`src/rtl/vdp_port_decoder.sv`:
```
module vdp_port_decoder #(
  parameter int NREGS   = 32,
  parameter int INC_REG = 15,
  localparam int RIW    = $clog2(NREGS)
) (
  input  logic               clk,
  input  logic               rst_n,
  input  logic               ctrl_we,
  input  logic               data_we,
  input  logic [15:0]        wr_data,
  output logic               mem_we,
  output logic [1:0]         mem_sel,
  output logic [15:0]        mem_addr,
  output logic [15:0]        mem_data,
  output logic               reg_wr_pulse,
  output logic [RIW-1:0]     reg_wr_idx,
  output logic [NREGS*8-1:0] reg_file,
  output logic [5:0]         acc_code,
  output logic [15:0]        acc_addr
);

  logic [7:0]  regs [NREGS];
  logic        pend;
  logic [15:0] addr_latch;
  logic        tgt_ok;
  logic [1:0]  tgt;

  wire is_reg = !pend && (wr_data[15:14] == 2'b10);

  always_comb begin
    tgt_ok = 1'b1;
    tgt    = 2'd0;
    case (acc_code[3:0])
      4'b0001: tgt = 2'd0;
      4'b0011: tgt = 2'd1;
      4'b0101: tgt = 2'd2;
      default: tgt_ok = 1'b0;
    endcase
  end

  for (genvar i = 0; i < NREGS; i++) begin : g_out
    assign reg_file[i*8 +: 8] = regs[i];
  end

  always_ff @(posedge clk) begin
    if (!rst_n) begin
      for (int i = 0; i < NREGS; i++) regs[i] <= '0;
      pend         <= 1'b0;
      addr_latch   <= '0;
      acc_code     <= '0;
      acc_addr     <= '0;
      mem_we       <= 1'b0;
      mem_sel      <= '0;
      mem_addr     <= '0;
      mem_data     <= '0;
      reg_wr_pulse <= 1'b0;
      reg_wr_idx   <= '0;
    end else begin
      mem_we       <= 1'b0;
      reg_wr_pulse <= 1'b0;
      if (ctrl_we) begin
        if (pend) begin
          acc_code[5:2]  <= wr_data[7:4];
          acc_addr[15:14] <= wr_data[1:0];
          addr_latch     <= {wr_data[1:0], acc_addr[13:0]};
          pend           <= 1'b0;
        end else begin
          acc_code[1:0] <= wr_data[15:14];
          acc_addr      <= {addr_latch[15:14], wr_data[13:0]};
          if (is_reg) begin
            regs[wr_data[8 +: RIW]] <= wr_data[7:0];
            reg_wr_idx              <= wr_data[8 +: RIW];
            reg_wr_pulse            <= 1'b1;
          end else begin
            pend <= 1'b1;
          end
        end
      end else if (data_we) begin
        pend <= 1'b0;
        if (tgt_ok) begin
          mem_we   <= 1'b1;
          mem_sel  <= tgt;
          mem_addr <= acc_addr;
          mem_data <= wr_data;
          acc_addr <= acc_addr + {8'd0, regs[INC_REG]};
        end
      end
    end
  end

endmodule

```
`config.mk`:
```
export PLATFORM = sky130hd
export DESIGN_NAME = vdp_port_decoder
export DESIGN_NICKNAME = d
export VERILOG_FILES = /design/src/rtl/vdp_port_decoder.sv
export SDC_FILE = /design/constraint.sdc
export NUM_CORES = 1
export LEC_CHECK = 0
export CAP_MARGIN = 20
export CORE_MARGIN = 2
export CORE_UTILIZATION = 40
export CTS_BUF_LIST = sky130_fd_sc_hd__clkbuf_8
export DETAILED_ROUTE_END_ITERATION = 10
export DONT_BUFFER_PORTS = 1
export PLACE_DENSITY = 0.53
export SYNTH_ARGS = -nofsm -noshare
export SYNTH_HDL_FRONTEND = slang
export SYNTH_SLANG_ARGS = --single-unit
```
`constraint.sdc`:
```
create_clock -name clk -period 7.97 [get_ports clk]
set_clock_uncertainty 0.05 [all_clocks]
set_input_delay 1.9925 -clock clk [delete_from_list [all_inputs] [get_ports clk]]
set_output_delay 1.9925 -clock clk [all_outputs]
set_load 0.05 [all_outputs]
```
Word level (Yosys, flattened, before mapping)
Memory sizes are Yosys's and may differ from the RTL's.
Cells that the tools add are included.
W data, S select, Z words.
- $add $sub $neg: 1
- multiply operators: 0
- divide/modulo/power cells: 0
- magnitude comparators: 0
- eq/ne operators: 5
- shift operators: 0
- multiplexer cells: 21
- bitwise operators: 4
- reduce and logical (&&, ||, !) cells: 13
- operators by type and width (cell ; number):
    $mux W16 ; 3
    $add A16 B8 Y16 ; 1
    $mux W14 ; 1
    $mux W1 ; 13
    $reduce_and A3 Y1 ; 3
    $mux W8 ; 1
    $reduce_or A8 Y1 ; 1
    $reduce_and A2 Y1 ; 3
    $reduce_or A3 Y1 ; 2
    $mux W5 ; 1
    $eq A4 B1 Y1 const B ; 1
    $eq A4 B2 Y1 const B ; 1
    $eq A4 B3 Y1 const B ; 1
    $not A1 Y1 ; 4
    $pmux W2 S2 ; 1
    $reduce_bool A2 Y1 ; 2
    $eq A2 B2 Y1 const B ; 1
    $mux W2 ; 1
    $ne A2 B2 Y1 const B ; 1
    $logic_and A1 B1 Y1 ; 1
    $logic_not A1 Y1 ; 1
- register bits after elaboration: 80
- bits in latches: 0
- RAM bits: 256
- memory bits (read-only): 0
- input port bits: 20
- output and inout port bits: 319
- memories: 1
- memory list (name ; words ; bits a word ; rd ports ; clocked after Yosys merged registers in ; write ports ; line ; RTL):
    regs ; 32 ; 8 ; 32 ; 0 ; 32 ; 22 ; logic [7:0] regs [NREGS];

Longest topological paths before layout
- depth after elaboration: 9
- depth in mapped cells: 8

Worst setup path after synthesis
OpenSTA, ideal clock, no wires.
- path kind: input-to-reg
- start: in wr_data[14]
- end: mem regs[20][0], enable pin
- library setup time: 0.384 ns
- arrival: 3.587 ns
- required time: 7.536 ns
- setup slack: 3.949 ns
- stages on the path: 6
- cell sequence: and4bb_1 > buf_4 > nand2_2 > or3_1 > buf_6 > o21ai_0
- RTL lines (what ; line ; RTL):
    from (decl) ; 10 ; input logic [15:0] wr_data,
    to (decl) ; 22 ;

==> results by group <==
GRT
  • Vias in the first global route: 7480
  • Largest net degree at the start of global routing: 60
  • Initial antenna violation count: 0
  • Total GRT Usage: 0.211
  • Overflow after GRT: 0
  • First-pass GRT wire length: ~52000 um

Detailed routing
  • DRC: 0
  • Vias: 7640
  • Routed Antenna Nets: 0
  • Via density: 5.21
  • Routed WL per cell: between 20 and 25 um
  • Number of DRC markers in iteration 0: 421
  • First-pass DRT Iterations: 4
  • Post-Route WL: 36500 um

Layout
  • Final core utilization: 0.453
  • Area growth from synthesis to layout: 10.9%
  • Layout cells sized above 1: 0.107
  • Fill cells: 2890
  • Number of nets in the layout: between 1000 and 1500
  • Ant diodes: 0

Die
  • Die height: between 150 and 200 um
  • Row count: 65
  • Total die area: 0.0338 sq mm
  • Die Wd: 184 um
  • IO Count: 339
  • Starting Density: 0.408
  • Core ar.: 0.0317 sq mm

CTS
  • Worst skew pair latency: 570 ps
  • Root buffer cell: clkbuf_8
  • Clock-pin slew on the worst setup and hold paths: 60 ps
  • CTS Hold Bufs: 0
  • Clock Path Buffers: 3
  • TritonCTS Sinks: 322
  • CTS H-tree depth: 2
  • # Post-CTS Setup Buffers: 0
  • Post-CTS Resized: 0
  • TritonCTS Buffers: 54
  • CTS tree: yes

Placed design
  • # port buffers: 0
  • Dpl ws: between 3000 and 4000 ps
  • Final GP Congestion: 0.799
  • Post-DP HPWL: 23000 um

Synthesis
  • Sequential area share after synthesis: 0.695
  • Synth top area share: 0.593
  • Synth area leader: edfxtp_1
  • Syn avg cell area: about 13 sq um
  • Synth Flop Type: edfxtp_1
  • FF+latch count, synth: 322
  • Cell Area, Synth: 0.0130 sq mm
  • Synth area leaders: edfxtp_1, and2_1, dfxtp_1
  • Ys Warns: 0
  • Post-synth EDFFs: 256
  • Synthesized instance count: 1005
  • Post-synth cell types: 59
  • Async set-reset flop share out of synthesis: 0
  • Post-Syn Nets: 1034

Worst setup path
  • Worst Setup End Kind: flop
  • Worst path cell trace: and4bb_1 > nand2_2 > or3_1 > o21ai_0
  • Crit-path max cell delay: 930 ps
  • CP arrival: ~4100 ps
  • WP data required: 8100 ps
  • Slowest-stage cell, CP: o21ai_0
  • Critical path type: in -> reg
  • Crit Path Max Fanout: 8
  • Crit path max-delay family: simple AND/OR/NAND/NOR gates
  • Startpoint types: primary input
  • Buf/Inv on CP: 0

STA
  • Final cycle utilization of the critical path: 0.503
  • Minimum clock period: 4010 ps
  • Unrepaired setup endpoints after global routing: no
  • Max Transition Viols Final: 0
  • Setup TNS: 0 ps
  • Highest Clock Rate: 0.249 GHz
  • Hold Violations, Final: 0
  • Least-Margin Pin Slew: 1110 ps
  • Slew margin rel.: 0.250
  • Final WS setup: 3960 ps
  • Setup-failing EPs final: 0

Power
  • Maximum VDD drop: around 0.12 mV
  • Leakage: 0.00524 uW
  • PwrDens: 256 mW/mm^2

Hold path
  • Min-delay worst type: reg -> reg

Flow run
  • Max_cap viols: 0

Run status
  • Status: completed
-- state kept, by name (all words and copies together), names as in the netlist --
signal	count
mem_we	1
addr_latch	2
mem_addr	16
regs	256
reg_wr_idx	5
reg_wr_pulse	1
acc_code	6
pend	1
mem_sel	2
mem_data	16
acc_addr	16
-- metrics by stage --
stage               instance area [sq um]  hold slack, ps  total power (uW)  instances
floorplan                           13000             386              2250       1005
global placement                    13200             393              2280       1352
detailed placement                  13200             401              2280       1352
CTS                                 14300             410              3710       1453
global route                        14400             435              3800       1466
finish                              14400             408              3670       1466
-- cells in the final DEF (no fill, tap or decap), types with 3 or more instances in the layout --
master and instances:
mux2i_1 11, or3_1 3, a31oi_1 4, clkbuf_8 60, clkbuf_4 4, buf_2 9, nand2b_1 13, clkinv_2 7
dfxtp_1 66, nand4_1 4, ha_1 8, a221oi_1 3, buf_4 5, o21ai_0 34, nand3b_1 3, a21o_1 5
a211oi_1 6, nor2_1 41, inv_1 22, edfxtp_1 256, nor3_2 6, nand3_1 3, a21oi_1 56, nand2_1 106
and2_1 258, nor3_1 7, o21a_1 3, clkinv_1 9, xnor2_1 3, nor2_4 6
-- where the power goes --
group | leakage [uW] | internal, uW | switching, uW | total [uW]
clock | 0.000612 | 759 | 665 | 1420
sequential | 0.00313 | 1880 | 269 | 2140
combinational | 0.00150 | 33.9 | 72.2 | 106
total | 0.00524 | 2670 | 1010 | 3670
-- final cells by class --
class	count	area [sq um]	area share
Clock inverter	41	233	0.0162
Multi-Input combinational cell	619	3670	0.255
Inverter	4	15.0	0.00105
Tap cell	402	503	0.0350
Clock buffer	60	826	0.0575
Timing Repair Buffer	18	113	0.00784
Sequential cell	322	9010	0.627
-- Yosys cell counts (all sizes together) (4+ instances only) --
master,count
and2,258
edfxtp,256
nand2,107
dfxtp,66
a21oi,56
clkbuf,49
nor2,48
o21ai,35
nor3,15
nand2b,13
buf,11
mux2i,11
ha,8
a211oi,6
a21o,5
nand3b,5
a31oi,4
inv,4
nand3,4
nand4,4
-- worst register-to-register path, stage by stage, from the launching register on --
cell      delay (ps)
dfxtp_1          420
and4bb_1         540
nand2_2          110
or3_1            630
o21ai_0          940
-- kinds of logic (layout without fill, tap and decap cells) --
group	count (synthesis)	count (layout)	share of synthesized area
AOI/OAI and AO/OA	126	126	0.0567
xor gates and xnor gates	5	5	0.00338
adders and majority gates	9	9	0.00927
buffers and inverters	64	123	0.0215
DFF	322	322	0.695
muxes	12	12	0.00937
and+or+nand+nor	467	467	0.204
-- path summary, 6_finish.rpt --
kind	start	endpoint	slack [ps]	cells after the start
worst max-delay path	wr_data[14]	regs[10][3]	3960	4
worst min-delay path	addr_latch[15]	addr_latch[15]	410	2
worst max register to register	pend	regs[10][3]	4910	4
worst min register to register	addr_latch[15]	addr_latch[15]	410	2
-- per-layer routing --
layer | GRT usage | vias to the layer above | wire length (um)
li1 | - | 3545 | -
met1 | 0.260 | 3694 | 14700
met2 | 0.340 | 336 | 17000
met3 | 0.0852 | 65 | 3660
met4 | 0.0672 | 0 | 1050
met5 | 0 | - | 0
Power figures use the tool's default switching activity.
